--- src/rtl/spr_steer_pkg.sv ---
package spr_steer_pkg;

  // Control bits, MSB first: page select, plane select, swap, enable.
  typedef struct packed {
    logic page;
    logic plane;
    logic swap;
    logic en;
  } ctrl_t;

  localparam int unsigned CTRL_W = $bits(ctrl_t);

  typedef enum logic [1:0] {
    WIN_NONE = 2'd0,
    WIN_LO   = 2'd1,
    WIN_HI   = 2'd2
  } win_e;

endpackage

--- src/rtl/spr_ctrl_reg.sv ---
module spr_ctrl_reg
  import spr_steer_pkg::*;
#(
  parameter int unsigned REG_W = 8
) (
  input  logic             clk,
  input  logic             rst_n,
  input  logic             we,
  input  logic [REG_W-1:0] wdata,
  output ctrl_t            ctrl,
  output logic [REG_W-1:0] rdata
);

  localparam int unsigned PAD_W = REG_W - CTRL_W;

  ctrl_t ctrl_d;
  ctrl_t ctrl_q;

  always_comb begin
    ctrl_d = ctrl_q;
    if (we) begin
      ctrl_d = ctrl_t'(wdata[CTRL_W-1:0]);
    end
  end

  always_ff @(posedge clk or negedge rst_n) begin
    if (!rst_n) begin
      ctrl_q <= '0;
    end else if (we) begin
      ctrl_q <= ctrl_d;
    end
  end

  assign ctrl  = ctrl_q;
  assign rdata = {{PAD_W{1'b0}}, ctrl_q};

  // the written low bits are what the register holds one edge later
  p_ctrl_load_r2: assert property (@(posedge clk) disable iff (!rst_n)
    we |=> (ctrl_q == $past(wdata[CTRL_W-1:0])));

  // without a write the register keeps its value
  p_ctrl_hold_r2: assert property (@(posedge clk) disable iff (!rst_n)
    !we |=> $stable(ctrl_q));

endmodule

--- src/rtl/spr_addr_map.sv ---
module spr_addr_map
  import spr_steer_pkg::*;
#(
  parameter int unsigned SEG_W  = 16,
  parameter int unsigned ADDR_W = 16,
  parameter int unsigned OFS_W  = 9,
  parameter logic [SEG_W-1:0] SEG_LO_VAL = 16'hA000,
  parameter logic [SEG_W-1:0] SEG_HI_VAL = 16'hB000
) (
  input  ctrl_t                        ctrl,
  input  logic [SEG_W-1:0]             seg,
  input  logic [ADDR_W-1:0]            addr,
  output logic                         in_win,
  output logic                         hit,
  output logic [ADDR_W-OFS_W+1:0]      idx,
  output logic [OFS_W-1:0]             ofs
);

  localparam int unsigned SLOT_W = ADDR_W - OFS_W;

  win_e       win;
  logic [1:0] bank;

  always_comb begin
    win = WIN_NONE;
    if (seg == SEG_LO_VAL) begin
      win = WIN_LO;
    end else if (seg == SEG_HI_VAL) begin
      win = WIN_HI;
    end
  end

  always_comb begin
    bank = 2'b00;
    hit  = 1'b0;
    unique case (win)
      WIN_LO: begin
        bank = {ctrl.swap, ctrl.page};
        hit  = 1'b1;
      end
      WIN_HI: begin
        bank = {1'b1, ctrl.page};
        hit  = !ctrl.swap;
      end
      default: begin
        bank = 2'b00;
        hit  = 1'b0;
      end
    endcase
  end

  assign in_win = (win != WIN_NONE);
  assign idx    = {bank, addr[ADDR_W-1:OFS_W]};
  assign ofs    = addr[OFS_W-1:0];

  // the high window never hits while the upper banks are swapped low
  always_comb begin
    if (win == WIN_HI && ctrl.swap) begin
      a_hi_dead_r9: assert (!hit);
    end
  end

  // the low window always hits and lands in the lower half unless swapped
  always_comb begin
    if (win == WIN_LO) begin
      a_lo_half_r6: assert (hit && (idx[SLOT_W+1] == ctrl.swap));
    end
  end

endmodule

--- src/rtl/spr_out_stage.sv ---
module spr_out_stage #(
  parameter int unsigned PLANES = 2,
  parameter int unsigned DATA_W = 8,
  parameter int unsigned IDX_W  = 9,
  parameter int unsigned OFS_W  = 9,
  localparam int unsigned PSEL_W = (PLANES > 1) ? $clog2(PLANES) : 1
) (
  input  logic              clk,
  input  logic              rst_n,
  input  logic              go,
  input  logic              byp,
  input  logic [PSEL_W-1:0] plane_sel,
  input  logic [IDX_W-1:0]  idx,
  input  logic [OFS_W-1:0]  ofs,
  input  logic [DATA_W-1:0] data,
  output logic              we_o,
  output logic [PLANES-1:0] strobe_o,
  output logic              byp_o,
  output logic [IDX_W-1:0]  idx_o,
  output logic [OFS_W-1:0]  ofs_o,
  output logic [DATA_W-1:0] data_o
);

  logic [PLANES-1:0] strobe_d;
  logic [PLANES-1:0] strobe_q;
  logic              we_q;
  logic              byp_q;
  logic [IDX_W-1:0]  idx_q;
  logic [OFS_W-1:0]  ofs_q;
  logic [DATA_W-1:0] data_q;

  for (genvar g = 0; g < PLANES; g++) begin : g_plane
    always_comb begin
      strobe_d[g] = go && (plane_sel == PSEL_W'(g));
    end
  end

  always_ff @(posedge clk or negedge rst_n) begin
    if (!rst_n) begin
      we_q     <= 1'b0;
      byp_q    <= 1'b0;
      strobe_q <= '0;
    end else begin
      we_q     <= go;
      byp_q    <= byp;
      strobe_q <= strobe_d;
    end
  end

  always_ff @(posedge clk or negedge rst_n) begin
    if (!rst_n) begin
      idx_q  <= '0;
      ofs_q  <= '0;
      data_q <= '0;
    end else if (go) begin
      idx_q  <= idx;
      ofs_q  <= ofs;
      data_q <= data;
    end
  end

  assign we_o     = we_q;
  assign strobe_o = strobe_q;
  assign byp_o    = byp_q;
  assign idx_o    = idx_q;
  assign ofs_o    = ofs_q;
  assign data_o   = data_q;

  p_strobe_onehot_r5: assert property (@(posedge clk) disable iff (!rst_n)
    $onehot0(strobe_q) && ((|strobe_q) == we_q));

  p_we_needs_bypass_r4: assert property (@(posedge clk) disable iff (!rst_n)
    we_q |-> byp_q);

  p_payload_hold_r10: assert property (@(posedge clk) disable iff (!rst_n)
    !go |=> ($stable(idx_q) && $stable(ofs_q) && $stable(data_q)));

endmodule

--- src/rtl/sprite_wr_steer.sv ---
module sprite_wr_steer
  import spr_steer_pkg::*;
#(
  parameter int unsigned REG_W  = 8,
  parameter int unsigned SEG_W  = 16,
  parameter int unsigned ADDR_W = 16,
  parameter int unsigned OFS_W  = 9,
  parameter int unsigned DATA_W = 8,
  parameter int unsigned PLANES = 2,
  parameter logic [SEG_W-1:0] SEG_LO_VAL = 16'hA000,
  parameter logic [SEG_W-1:0] SEG_HI_VAL = 16'hB000,
  localparam int unsigned IDX_W = ADDR_W - OFS_W + 2
) (
  input  logic              clk,
  input  logic              rst_n,
  input  logic              reg_we,
  input  logic [REG_W-1:0]  reg_wdata,
  output logic [REG_W-1:0]  reg_rdata,
  input  logic              mem_we,
  input  logic [SEG_W-1:0]  mem_seg,
  input  logic [ADDR_W-1:0] mem_addr,
  input  logic [DATA_W-1:0] mem_data,
  output logic              spr_we,
  output logic [IDX_W-1:0]  spr_idx,
  output logic [OFS_W-1:0]  spr_ofs,
  output logic [PLANES-1:0] spr_plane_we,
  output logic [DATA_W-1:0] spr_data,
  output logic              gfx_bypass
);

  // Reset is asserted asynchronously and released on a clock edge.
  logic rst_meta;
  logic rst_sync;

  always_ff @(posedge clk or negedge rst_n) begin
    if (!rst_n) begin
      rst_meta <= 1'b0;
      rst_sync <= 1'b0;
    end else begin
      rst_meta <= 1'b1;
      rst_sync <= rst_meta;
    end
  end

  ctrl_t             ctrl;
  logic              in_win;
  logic              hit;
  logic [IDX_W-1:0]  idx_c;
  logic [OFS_W-1:0]  ofs_c;
  logic              go;
  logic              byp;

  spr_ctrl_reg #(
    .REG_W (REG_W)
  ) u_ctrl (
    .clk   (clk),
    .rst_n (rst_sync),
    .we    (reg_we),
    .wdata (reg_wdata),
    .ctrl  (ctrl),
    .rdata (reg_rdata)
  );

  spr_addr_map #(
    .SEG_W      (SEG_W),
    .ADDR_W     (ADDR_W),
    .OFS_W      (OFS_W),
    .SEG_LO_VAL (SEG_LO_VAL),
    .SEG_HI_VAL (SEG_HI_VAL)
  ) u_map (
    .ctrl   (ctrl),
    .seg    (mem_seg),
    .addr   (mem_addr),
    .in_win (in_win),
    .hit    (hit),
    .idx    (idx_c),
    .ofs    (ofs_c)
  );

  always_comb begin
    go  = mem_we && ctrl.en && hit;
    byp = mem_we && ctrl.en && in_win;
  end

  spr_out_stage #(
    .PLANES (PLANES),
    .DATA_W (DATA_W),
    .IDX_W  (IDX_W),
    .OFS_W  (OFS_W)
  ) u_out (
    .clk       (clk),
    .rst_n     (rst_sync),
    .go        (go),
    .byp       (byp),
    .plane_sel (ctrl.plane),
    .idx       (idx_c),
    .ofs       (ofs_c),
    .data      (mem_data),
    .we_o      (spr_we),
    .strobe_o  (spr_plane_we),
    .byp_o     (gfx_bypass),
    .idx_o     (spr_idx),
    .ofs_o     (spr_ofs),
    .data_o    (spr_data)
  );

  p_off_is_silent_r3: assert property (@(posedge clk) disable iff (!rst_sync)
    (mem_we && !ctrl.en) |=> (!spr_we && !gfx_bypass));

  p_hi_swapped_drop_r9: assert property (@(posedge clk) disable iff (!rst_sync)
    (mem_we && ctrl.swap && (mem_seg == SEG_HI_VAL)) |=> !spr_we);

  p_foreign_seg_r11: assert property (@(posedge clk) disable iff (!rst_sync)
    (mem_we && (mem_seg != SEG_LO_VAL) && (mem_seg != SEG_HI_VAL)) |=> (!spr_we && !gfx_bypass));

  p_lo_swapped_upper_r7: assert property (@(posedge clk) disable iff (!rst_sync)
    (mem_we && ctrl.en && ctrl.swap && (mem_seg == SEG_LO_VAL)) |=> (spr_we && spr_idx[IDX_W-1]));

  p_lo_plain_lower_r6: assert property (@(posedge clk) disable iff (!rst_sync)
    (mem_we && ctrl.en && !ctrl.swap && (mem_seg == SEG_LO_VAL)) |=> (spr_we && !spr_idx[IDX_W-1]));

endmodule

--- config.mk ---
export PLATFORM = sky130hd
export DESIGN_NAME = sprite_wr_steer
export DESIGN_NICKNAME = d
export VERILOG_FILES = /design/src/rtl/spr_steer_pkg.sv /design/src/rtl/spr_ctrl_reg.sv /design/src/rtl/spr_addr_map.sv /design/src/rtl/spr_out_stage.sv /design/src/rtl/sprite_wr_steer.sv
export SDC_FILE = /design/constraint.sdc
export NUM_CORES = 1
export LEC_CHECK = 0
export ABC_AREA = 1
export BUFFER_PORTS_ARGS = -buffer_cell sky130_fd_sc_hd__buf_2
export CAP_MARGIN = 20
export CORE_MARGIN = 10
export CORE_UTILIZATION = 43
export CTS_CLUSTER_SIZE = 10
export DETAILED_ROUTE_END_ITERATION = 16
export GPL_ROUTABILITY_DRIVEN = 0
export MAX_ROUTING_LAYER = met4
export PLACE_DENSITY = 0.78
export SYNTH_ARGS = -nofsm -noshare
export SYNTH_HDL_FRONTEND = slang
export SYNTH_SLANG_ARGS = --single-unit
--- constraint.sdc ---
create_clock -name clk -period 1.3 [get_ports clk]
set_clock_uncertainty 0.15 [all_clocks]
set_input_delay 0.065 -clock clk [delete_from_list [all_inputs] [get_ports clk]]
set_output_delay 0.065 -clock clk [all_outputs]
set_load 0.1 [all_outputs]
# After elaboration in Yosys (flattened, before gate mapping)
# Index checks and enable logic that the tools add are counted.
# totals
inputBits,52
regBits,36
out_inout_bits,38
# op_classes
n_reduce_logical,7
eq_ne,4
mux,4
bitwise,1
# op_table
operator,count
$eq A16 B16 Y1 const B,2
$logic_and A1 B1 Y1,5
$mux W2,2
$pmux W2 S2,1
$eq A2 B1 Y1 const B,1
$eq A2 B2 Y1 const B,1
$pmux W1 S2,1
$reduce_bool A2 Y1,1
$logic_not A1 Y1,1
$not A1 Y1,1

# Depth between registers and ports, before layout
# Gate-level depths: netlist of run 1.
# logic_depth
word_depth,7
mapped_depth,10
mapped_depth_nobuf,9

# Cells and area by module
# From an unflattened synthesis of run 1, not the netlist that was laid out.
# hier_totals
hier_cells,195
hier_area_um2,1639.1
# by_module_without_submodules
mod,area_each_um2,n_inst,seq_area_each_um2,cells_each
spr_out_stage,1114.8,1,750.7,117
spr_addr_map,239.0,1,0.0,44
spr_ctrl_reg,212.7,1,100.1,26
sprite_wr_steer,72.6,1,50.0,8

# Least setup slack after synthesis of run 1
# No wires, ideal clock.
# synth_timing
path_type,register -> register
from,"reg u_ctrl.ctrl_q, in the netlist u_ctrl.ctrl[0]"
to,reg u_out.data_q[2] (netlist: u_out.data_o[2])
path_stages_with_launch,9
path_slack_ns,-0.718
setup_ns,0.122
arrival_ns,1.746
synth_period_minus_slack_ns,2.018
n_path_buf,1
t_required_ns,1.028
cell_sequence,dfrtp_1 -> nand2_1 -> inv_2 -> nand2_4 -> nor2_4 -> nand2_4 -> buf_6 -> nand2_1 -> nand2_1
# synth_via
elab_chain_len,2
# synth_lines
element,line_no,rtl
"start, declared",spr_ctrl_reg.sv:17,ctrl_t ctrl_q;
"start signal, assigned",spr_ctrl_reg.sv:30,ctrl_q <= ctrl_d;
$logic_and A1 B1 Y1 (2 in series),sprite_wr_steer.sv:81,go = mem_we && ctrl.en && hit;
"end signal, assigned",spr_out_stage.sv:58,data_q <= data;
"end, declared",spr_out_stage.sv:30,logic [DATA_W-1:0] data_q;
# No other way between the ends.
# A chain may end at the register's enable or synchronous reset.

# Worst setup path after layout of run 1
# layout_timing
from,"reg u_ctrl.ctrl_q, in the netlist u_ctrl.ctrl[0]"
to,reg u_out.data_q[7] (netlist: u_out.data_o[7])
# Same word-level chain as after synthesis.

==> results of run 1 <==
==> power breakdown <==
group | internal, W | switching (W) | total, W
registers | 0.00114 | 0.0000213 | 0.00116
logic | 0.000197 | 0.000280 | 0.000477
clock network | 0.000364 | 0.000348 | 0.000712
==> metrics by stage <==
stage,std cells,util (%),total power (W)
detailed placement,308,67.9,0.00155
CTS,346,78.9,0.00233
global route,353,85.7,0.00245
finish,353,85.7,0.00235
global placement,308,67.9,0.00154
floorplan,178,-,0.00140
==> worst max-delay path by stage <==
| stage | cells after the start | slack, ns | endpoint | from |
|---|---|---|---|---|
| after floorplan | 8 | -0.24 | u_out.data_o[2]$_DFFE_PN0P_ | u_ctrl.ctrl[0]$_DFFE_PN0P_ |
| after CTS | 7 | -0.02 | u_out.data_o[1]$_DFFE_PN0P_ | u_ctrl.ctrl[0]$_DFFE_PN0P_ |
| after global placement | 9 | -0.08 | u_out.we_o$_DFF_PN0_ | mem_seg[11] |
| final | 8 | -0.04 | u_out.data_o[7]$_DFFE_PN0P_ | u_ctrl.ctrl[0]$_DFFE_PN0P_ |
| after global routing | 8 | -0.11 | u_out.data_o[7]$_DFFE_PN0P_ | u_ctrl.ctrl[0]$_DFFE_PN0P_ |
| after detailed placement | 9 | -0.15 | u_out.data_o[1]$_DFFE_PN0P_ | mem_seg[11] |
==> state kept, by name (all words and copies together), names as in the netlist <==
signal          flops
u_out.idx_o         9
u_out.ofs_o         9
u_out.data_o        8
u_ctrl.ctrl         4
u_out.strobe_o      2
rst_meta            1
rst_sync            1
u_out.byp_o         1
u_out.we_o          1
==> cell families after synthesis <==
kind of cell           Yosys count  share of synthesized area, %
AND/OR/NAND/NOR                115                          34.0
flip-flops                      36                          56.2
buffers and inverters           18                          7.26
AO/OA/AOI/OAI                    2                         0.625
multiplexers                     2                          1.41
other                            2                         0.469
==> cell usage after synthesis <==
| library cell | count |
|---|---|
| nand2_1 | 64 |
| nor2_4 | 1 |
| clkbuf_1 | 2 |
| o21ai_0 | 2 |
| inv_1 | 5 |
| mux2_2 | 2 |
| nor2_8 | 1 |
| dfrtp_1 | 36 |
| conb_1 | 2 |
| nand3_1 | 29 |
| nand3_2 | 1 |
| nand2_2 | 3 |
| buf_6 | 4 |
| nor2_1 | 6 |
| buf_4 | 5 |
| nand2_4 | 3 |
| inv_2 | 2 |
| nor2_2 | 7 |
==> cell type report <==
class	count	area [um2]
sequential	36	910
inverter	7	33.8
clock inverter	1	5.00
fill	198	520
tap	48	60.1
timing repair buffer	128	1280
multi-input combinational	127	756
clock buffer	6	72.6
==> critical path: cells and delay by family, from the launching register on <==
kind	cells	cell delay [ns]
AND/OR/NAND/NOR	6	0.44
flip-flops	1	0.43
buffers and inverters	2	0.21
==> what timing repair did <==
item / in CTS / in global routing
cloned: 0 / 5
pin swaps: 2 / 13
setup buffers: 0 / 2
hold buffers: 31 / 0
resized for setup: 2 / 37
hold endpoints to repair: 31 / 0
setup endpoints to repair: 27 / 32
==> metal layers <==
metal / vias up / global-route usage (%) / share of wire (%)
met1: 821 / 15.8 / 34
met3: 11 / 4.75 / 6.1
met2: 72 / 30.5 / 59
met4: 0 / 3.11 / 1.3
met5: - / - / 0
li1: 805 / - / -
==> impl_results.md, run 1 <==
- Cell mode on critical path: nand2_4
- Commonest non-fill, non-tap cells in the layout: buf_2, nand2_1, dfrtp_1
- Post-synthesis instance area: 1600 um2
- Max IR drop VDD: 0.000818 V
- Per-cell routed wire length: 16.9 um
- Synth area leader: dfrtp_1
- R2R Path Start: u_ctrl.ctrl[0]$_DFFE_PN0P_
- Setup-failing EPs final: 23
- Antenna cells: 0
- DR vias: 1709
- R2r endpoint: u_out.data_o[7]$_DFFE_PN0P_
- Worst-path clk slew: 0.07 ns
- Share of post-route cells with drive strength above 1: 49.5%
- Starting Density: 44.1%
- Cell Rows: 22
- Clk sink count: 36
- Remaining DRCs: 0
- Register area share after synthesis: 56.2%
- Full die area: 6570 um2
- Leading cell type in the layout, fill and taps excluded: buf_2
- CP required: 1.31 ns
- Number of max-cap violations: 0
- Vias in the first global route: 1699
- R2R depth: 8
- CTS tree: done
- Initial DRC count: 122
- Outcome: finished, violations left
- P per Cell Area: 755 nW/um2
- Core area: 3630 um2
- Worst skew pair latency: 0.27 ns
- Fin crit period: 1.34 ns
- Die height: 81.1 um
- Total routed wirelength: 5.95 mm
- Count of cell types in the netlist: 18
- Crit path DAT: 1.35 ns
- Cell Area, Placed: 2470 um2
- Post-route cell area: 3110 um2
- First-pass GRT wire length: 8.11 mm
- Final slew viol count: 0
- I/O pin count: 90
- CP max FO: 6
- Worst min path class: flip-flop to asynchronous set/reset pin
- Tcrit/Tclk final: 103%
- TritonCTS buffer count: 5
- CP max stage cell: dfrtp_4
- Gr usage total: 16.0%
- DRT Pass-1 Iters: 4
- Syn Inst Count: 175
- Top cell type's share of synthesized area: 56.2%
- DP HPWL: 3.47 mm
- Critical-path cell list: nand2_4 -> clkinv_4 -> nand2_4 -> nor2_4 -> buf_12 -> nand2_4 -> nand2_1 -> nand2_1
- P_leak: 1.61 nW
- RSZ-0062 raised after global routing: true
- Slowest stage delay, CP: 0.43 ns
- Synth area leaders: dfrtp_1, nand2_1, nand3_1
- Die Wd: 81.1 um
- Initial antenna violation count: 0
- Clock buffer depth: 2
- Yosys warns: 0
- Synth-to-layout area growth: 94.2%
- Mean Syn Cell Area: 9.16 um2
- Critical path type: flip-flop to flip-flop
- Hold Slack: 0.0646 ns
- Clock Tree Root: clkbuf_8
- Fin Setup TNS: -0.426 ns
- Pre-CTS WS: -0.146 ns
- Failing checks: negative setup slack
- R2R Setup Slk: -0.04 ns
- FF+latch count, synth: 36
- Overflow after GRT: 0
- Pin count of the biggest net entering global routing: 28
- Final hold viol count: 0
- Post-layout nets: 357
- Vias per cell: 4.84
- H-Tree Level Count: 2
- Worst setup EP type: flip-flop
- Final ANT Viol Nets: 0
- Port Buffers: 81
- Setup ws final: -0.0410 ns
- CP Launch Type: flip-flop
- F_max: 746 MHz
(Power assumes the default switching activity.)
==> run 2: changes to the inputs <==
--- a/config.mk
+++ b/config.mk
@@ -5,16 +5,17 @@
 export SDC_FILE = /design/constraint.sdc
 export NUM_CORES = 1
 export LEC_CHECK = 0
-export ABC_AREA = 1
 export BUFFER_PORTS_ARGS = -buffer_cell sky130_fd_sc_hd__buf_2
 export CAP_MARGIN = 20
+export CELL_PAD_IN_SITES_DETAIL_PLACEMENT = 0
+export CELL_PAD_IN_SITES_GLOBAL_PLACEMENT = 1
 export CORE_MARGIN = 10
-export CORE_UTILIZATION = 43
+export CORE_UTILIZATION = 31
 export CTS_CLUSTER_SIZE = 10
 export DETAILED_ROUTE_END_ITERATION = 16
 export GPL_ROUTABILITY_DRIVEN = 0
 export MAX_ROUTING_LAYER = met4
-export PLACE_DENSITY = 0.78
+export PLACE_DENSITY_LB_ADDON = 0.1
 export SYNTH_ARGS = -nofsm -noshare
 export SYNTH_HDL_FRONTEND = slang
 export SYNTH_SLANG_ARGS = --single-unit
==> run 2 against run 1 <==
Compared with the run above:
- the flow still finishes with violations (negative setup slack)
- combinational power down 14%
- core utilization decreased by 22 points
- critical path depth is 4 lower
- synthesized cell count down 50%
- final area decreased by 11%
- sequential power about the same
- area after synthesis fell by 13%
- critical path type unchanged
- critical endpoint is now u_out.idx_o[2]$_DFFE_PN0P_
- largest power group unchanged
==> impl_results.md, run 2 <==
- Outcome: finished, violations left
- Failing checks: negative setup slack
- Setup-failing EPs final: 29 (+26%)
- Gr usage total: 10.9% (-5.2 points)
- Sw Pwr: 0.000590 W (-9.1%)
- Share of post-route cells with drive strength above 1: 60.8% (+11 points)
- I/O pin count: 90 (unchanged)
- Die height: 87.1 um (+7.4%)
- CP max FO: 26 (+20)
- Leading cell type in the layout, fill and taps excluded: buf_2
- Synth Flop Type: dfrtp_1
- Cell Rows: 24 (+9.1%)
- Clock buffer depth: 2 (unchanged)
- Top cell type's share of synthesized area: 64.6% (+8.4 points)
- Vias in the first global route: 1268 (-25%)
- P per Cell Area: 846 nW/um2 (+12%)
- Register area share after synthesis: 64.6% (+8.4 points)
- Fillers: 350 (+77%)
- First-pass GRT wire length: 6.33 mm (-22%)
- CP required: 1.31 ns (about the same)
- Pre-CTS WS: -0.476 ns (-0.330 ns)
- Crit path DAT: 1.68 ns (+0.33 ns)
- Clock share of power: 33.4% (+3.1 points)
- Yosys warns: 0 (unchanged)
- F_max: 599 MHz (-20%)
- Worst min path class: flip-flop to asynchronous set/reset pin
- DR vias: 1119 (-35%)
- Pwr Total: 0.00235 W (about the same)
- Max IR drop VDD: 0.000533 V (-35%)
- P_leak: 1.35 nW (-16%)
- Antenna cells: 0 (unchanged)
- Commonest cells in the netlist: dfrtp_1, mux2_2, buf_4
- Post-synthesis instance area: 1390 um2 (-13%)
- Die Wd: 87.1 um (+7.4%)
- Pint: 0.00176 W (+3.4%)
- Post-layout nets: 263 (-26%)
- Placed Cells: 223 (-28%)
- Switching share of power: 25.1% (-2.5 points)
- Critical-path cell list: nand4b_1 -> a211oi_4 -> buf_12 -> mux2_2
- Layout Cells excl Fill: 264 (-25%)
- Final ANT Viol Nets: 0 (unchanged)
- Worst skew pair latency: 0.27 ns (about the same)
- H-Tree Level Count: 2 (unchanged)
- Worst Path Buf+Inv: 1 (-1)
- Remaining DRCs: 0 (unchanged)
- Overflow after GRT: 0 (unchanged)
- Starting Density: 32.0% (-12 points)
- Number of max-cap violations: 0 (unchanged)
- Pin count of the biggest net entering global routing: 28 (unchanged)
- Clock Tree Root: clkbuf_8
- Worst setup EP type: flip-flop
- Final slew viol count: 0 (unchanged)
- Initial antenna violation count: 0 (unchanged)
- DRT Pass-1 Iters: 4 (unchanged)
- Synth area leaders: dfrtp_1, mux2_2, buf_4
- Cell family with most CP delay: flip-flops
- Port Buffers: 81 (unchanged)
- CP Launch Type: flip-flop
- Mean Syn Cell Area: 16.0 um2 (+75%)
- CTS tree: done
- DP HPWL: 2.95 mm (-15%)
- Commonest non-fill, non-tap cells in the layout: buf_2, dfrtp_1, dlygate4sd3_1
- Total routed wirelength: 3.86 mm (-35%)
- Seq. cell area: 907 um2 (-0.28%)
- Syn Inst Count: 87 (-50%)
- Initial DRC count: 15 (-88%)
- Comb pwr share: 17.4% (-2.9 points)
- Count of cell types in the netlist: 17 (-1)
- Final hold viol count: 0 (unchanged)
- Full die area: 7580 um2 (+15%)
- FF+latch count, synth: 36 (unchanged)
- Critical path type: flip-flop to flip-flop
- RSZ-0062 raised after global routing: true
- Post-synth EDFFs: 0 (unchanged)
- Flop pwr share: 49.1% (-0.3 points)
- Post-synth ARST share: 100% (unchanged)
- Synth-to-layout area growth: 99.1%
- TritonCTS buffer count: 5 (unchanged)
- Synth area leader: dfrtp_1
- Slowest stage delay, CP: 0.40 ns (-0.03 ns)
- Core area: 4350 um2 (+20%)
- Most numerous cell in the Yosys netlist: dfrtp_1
- Fin crit period: 1.67 ns (+0.329 ns)
- Per-cell routed wire length: 14.6 um (-13%)
- Hold Slack: 0.00229 ns (-0.0623 ns)
- Footprint of the multi-input gates: 464 um2 (-39%)
- CP max stage cell: dfrtp_4
- Clk sink count: 36 (unchanged)
- Tcrit/Tclk final: 128% (+25 points)
- Worst-path clk slew: 0.07 ns (about the same)
- Setup ws final: -0.370 ns (-0.329 ns)
- Vias per cell: 4.24 (-12%)
## run 2: final cells by class
class | instances | area share [%]
well taps | 52 | 2.34
repair buffers | 121 | 45.0
flip-flops and latches | 36 | 32.7
multi-input cells | 47 | 16.7
clock buffers | 8 | 3.25
## run 2: worst register-to-register path, cell delays in order, from the launching register on
cell	delay (ns)
dfrtp_4	0.40
nand4b_1	0.17
a211oi_4	0.25
buf_12	0.22
mux2_2	0.36
## run 2: per-stage QoR
step,TNS (ns),cell area (um2),util (%)
final,-9.02,2780,63.7
after global routing,-10.41,2780,63.7
after CTS,-9.16,2760,63.4
after detailed placement,-12.65,2340,53.7
after global placement,-11.38,2340,53.7
after floorplan,-17.66,1410,-
## run 2: worst paths after layout
path / slack, ns / endpoint / start / cells past startpoint
hold reg to reg: 0.002 / u_out.idx_o[8]$_DFFE_PN0P_ / rst_sync$_DFF_PN0_ / 1
setup / recovery: -0.37 / u_out.idx_o[2]$_DFFE_PN0P_ / u_ctrl.ctrl[0]$_DFFE_PN0P_ / 4
hold / removal: 0.002 / u_out.idx_o[8]$_DFFE_PN0P_ / rst_sync$_DFF_PN0_ / 1
min in group clk: 0.10 / u_out.byp_o$_DFF_PN0_ / mem_seg[6] / 5
max in group asynchronous: 0.36 / rst_sync$_DFF_PN0_ / rst_n / 3
setup reg to reg: -0.37 / u_out.idx_o[2]$_DFFE_PN0P_ / u_ctrl.ctrl[0]$_DFFE_PN0P_ / 4
## run 2: cell families after synthesis
family,after synthesis,synth area share [%]
AOI/OAI and AO/OA,3,2.60
and+or+nand+nor,10,4.49
DFF,36,64.6
other,2,0.539
muxes,29,23.4
buffers and inverters,7,4.31
## run 2: power groups by stage
stage               Combinational, W  Sequential, W  Clock (W)
global route                0.000436        0.00115   0.000882
floorplan                   0.000107        0.00126          0
finish                      0.000410        0.00115   0.000785
global placement            0.000332        0.00117          0
detailed placement          0.000335        0.00118          0
CTS                         0.000413        0.00115   0.000819
## run 2: what timing repair did
action,CTS,global route
hold buffers,32,0
pin swaps,1,2
resized for setup,2,2
buffers inserted,1,1
hold endpoints to repair,32,0
endpoints found under the setup margin,29,29
## run 2: per-layer routing
metal | wire, um | share of wire (%) | GRT usage, %
met5 | 0 | 0 | -
met4 | 27 | 0.70 | 3.53
met3 | 546 | 14 | 7.30
met2 | 1910 | 49 | 16.7
met1 | 1380 | 36 | 10.9
==> run 3: changes to the inputs <==
--- a/config.mk
+++ b/config.mk
@@ -15,7 +15,7 @@
 export DETAILED_ROUTE_END_ITERATION = 16
 export GPL_ROUTABILITY_DRIVEN = 0
 export MAX_ROUTING_LAYER = met4
-export PLACE_DENSITY_LB_ADDON = 0.1
+export PLACE_DENSITY = 0.78
 export SYNTH_ARGS = -nofsm -noshare
 export SYNTH_HDL_FRONTEND = slang
 export SYNTH_SLANG_ARGS = --single-unit
==> run 3 against run 2 <==
Compared with the run above:
- the run still ends with negative setup slack left
- combinational power rose by 1%
- non-clock buffer count grew 2
- maximum frequency decreased by 2.6%
- final area is 3.9% higher
- clock power rose by 24%
- first-iteration DRC count up 80%
- register-to-register slack worse by 0.05 ns
- sequential power about the same
- worst setup slack got worse by 0.045 ns
- global-route usage increased by 2.3 points
- largest cell class unchanged
==> impl_results.md, run 3 (synthesis results as in run 2) <==
- CP max FO: 13 (-50%)
- Starting Density: 32.0% (unchanged)
- Clock Tree Root: clkbuf_8
- Switching share of power: 25.6% (+0.43 points)
- Port Buffers: 81 (unchanged)
- Worst setup path start: u_ctrl.ctrl[0]$_DFFE_PN0P_
- Die height: 87.1 um (unchanged)
- CP required: 1.32 ns (about the same)
- P per Cell Area: 882 nW/um2 (+4.2%)
- Commonest non-fill, non-tap cells in the layout: buf_2, dfrtp_1, dlygate4sd3_1
- Number of max-cap violations: 0 (unchanged)
- RSZ-0062 raised after global routing: true
- Worst-path clk slew: 0.07 ns (about the same)
- Slowest stage delay, CP: 0.41 ns (about the same)
- Pint: 0.00189 W (+7.6%)
- Failing checks: negative setup slack
- Initial antenna violation count: 0 (unchanged)
- F_max: 583 MHz (-2.6%)
- Share of post-route cells with drive strength above 1: 63.1% (+2.2 points)
- P_leak: 1.39 nW (+2.7%)
- Per-cell routed wire length: 17.5 um (+20%)
- Outcome: finished, violations left
- Gr usage total: 13.2% (+2.3 points)
- Worst skew pair latency: 0.29 ns (+0.02 ns)
- Pin count of the biggest net entering global routing: 35 (+25%)
- Core area: 4350 um2 (unchanged)
- Comb pwr share: 16.3% (-1.1 points)
- R2R depth: 5 (+1)
- Sw Pwr: 0.000650 W (+10%)
- H-Tree Level Count: 2 (unchanged)
- Initial DRC count: 27 (+12)
- DR WL met2: 2.69 mm (+41%)
- Setup ws final: -0.416 ns (-0.0453 ns)
- DR vias: 1191 (+6.4%)
- Cell Area, Placed: 2330 um2 (-0.32%)
- Setup-failing EPs final: 28 (-3.4%)
- Pre-CTS WS: -0.510 ns (-0.0342 ns)
- CP Launch Type: flip-flop
- CP max stage cell: dfrtp_4
- Crit path DAT: 1.74 ns (+0.06 ns)
- Overflow after GRT: 0 (unchanged)
- Clk sink count: 36 (unchanged)
- M1 wire length: 1.53 mm (+11%)
- Vias in the first global route: 1405 (+11%)
- Final slew viol count: 0 (unchanged)
- Fin crit period: 1.72 ns (+0.0453 ns)
- Pwr Total: 0.00254 W (+8.2%)
- Clock share of power: 38.3% (+4.9 points)
- TritonCTS buffer count: 5 (unchanged)
- Max IR drop VDD: 0.000682 V (+28%)
- I/O pin count: 90 (unchanged)
- Final ANT Viol Nets: 0 (unchanged)
- Worst min path class: input pin to flip-flop
- DP HPWL: 3.26 mm (+11%)
- Hold Slack: 0.0891 ns (+0.0868 ns)
- Tcrit/Tclk final: 132% (+3.5 points)
- Leading cell type in the layout, fill and taps excluded: buf_2
- R2r endpoint: u_out.data_o[4]$_DFFE_PN0P_
- Remaining DRCs: 0 (unchanged)
- CTS tree: done
- Top layer in use: met4
- Clock buffer depth: 2 (unchanged)
- Critical-path cell list: nand4b_1 -> a211oi_4 -> buf_4 -> buf_16 -> mux2_2
- Full die area: 7580 um2 (unchanged)
- Flop pwr share: 45.4% (-3.7 points)
- First-pass GRT wire length: 7.50 mm (+19%)
- Critical path type: flip-flop to flip-flop
- Synth-to-layout area growth: 107%
- CP endpoint: u_out.data_o[4]$_DFFE_PN0P_
- Post-layout nets: 265 (+0.76%)
- Final hold viol count: 0 (unchanged)
- Die Wd: 87.1 um (unchanged)
- Antenna cells: 0 (unchanged)
- Vias per cell: 4.48 (+5.6%)
- Met3 Routed Length: 374 um (-32%)
- R2R Setup Slk: -0.42 ns (-0.05 ns)
- Cell Rows: 24 (unchanged)
- R2R Path Start: u_ctrl.ctrl[0]$_DFFE_PN0P_
- Post-route cell area: 2880 um2 (+3.9%)
- DRT Pass-1 Iters: 4 (unchanged)
- Total routed wirelength: 4.66 mm (+21%)
- Worst setup EP type: flip-flop
## run 3: power by group through the flow
stage	clock [W]	combinational [W]	sequential, W
finish	0.000973	0.000414	0.00116
global route	0.00105	0.000441	0.00116
CTS	0.00100	0.000416	0.00115
detailed placement	0	0.000336	0.00118
global placement	0	0.000328	0.00117
floorplan	0	0.000107	0.00126
## run 3: metrics by stage
stage                     instances  utilization [%]  setup TNS, ns
after floorplan                  90                -         -17.66
after global placement          222             53.5         -11.43
after detailed placement        222             53.5         -13.10
after CTS                       266             65.8          -9.69
after global routing            266             66.2         -11.74
final                           266             66.2          -9.96
## run 3: how the worst min path moves through the flow
| stage | slack [ns] | from | cells past startpoint | endpoint |
|---|---|---|---|---|
| 2_1_floorplan | -0.38 | rst_n | 0 | rst_meta$_DFF_PN0_ |
| 3_3_place_gp | -0.30 | rst_n | 1 | rst_sync$_DFF_PN0_ |
| 3_5_place_dp | -0.30 | rst_n | 1 | rst_sync$_DFF_PN0_ |
| 4_1_cts | 0.08 | mem_seg[0] | 5 | u_out.we_o$_DFF_PN0_ |
| 5_1_grt | 0.12 | mem_seg[7] | 5 | u_out.we_o$_DFF_PN0_ |
| 6_report | 0.09 | mem_seg[0] | 5 | u_out.we_o$_DFF_PN0_ |
## run 3: cell type report
class                           count  area (um2)
Timing Repair Buffer              123        1280
Clock inverter                      3        42.5
Clock buffer                        5        68.8
Fill cell                         302        1470
Tap cell                           52        65.1
Sequential cell                    36         907
Multi-Input combinational cell     47         515
## run 3: routing by layer
metal | vias to the layer above | GRT usage, %
met3 | 4 | 5.15
li1 | 543 | -
met4 | 0 | 4.71
met1 | 594 | 12.1
met5 | - | -
met2 | 50 | 24.1
## run 3: critical path: cells and delay by family, from the launching register on
family	cells	cell delay (ns)
flip-flops	1	0.41
buffers and inverters	2	0.31
AND/OR/NAND/NOR	1	0.16
multiplexers	1	0.34
AO/OA/AOI/OAI	1	0.22
## run 3: timing repair
action,4_1_cts,5_1_grt
cloned,1,0
hold endpoints to repair,32,0
buffers inserted,3,0
setup endpoints to repair,28,30
resized for setup,14,5
hold buffers,32,0
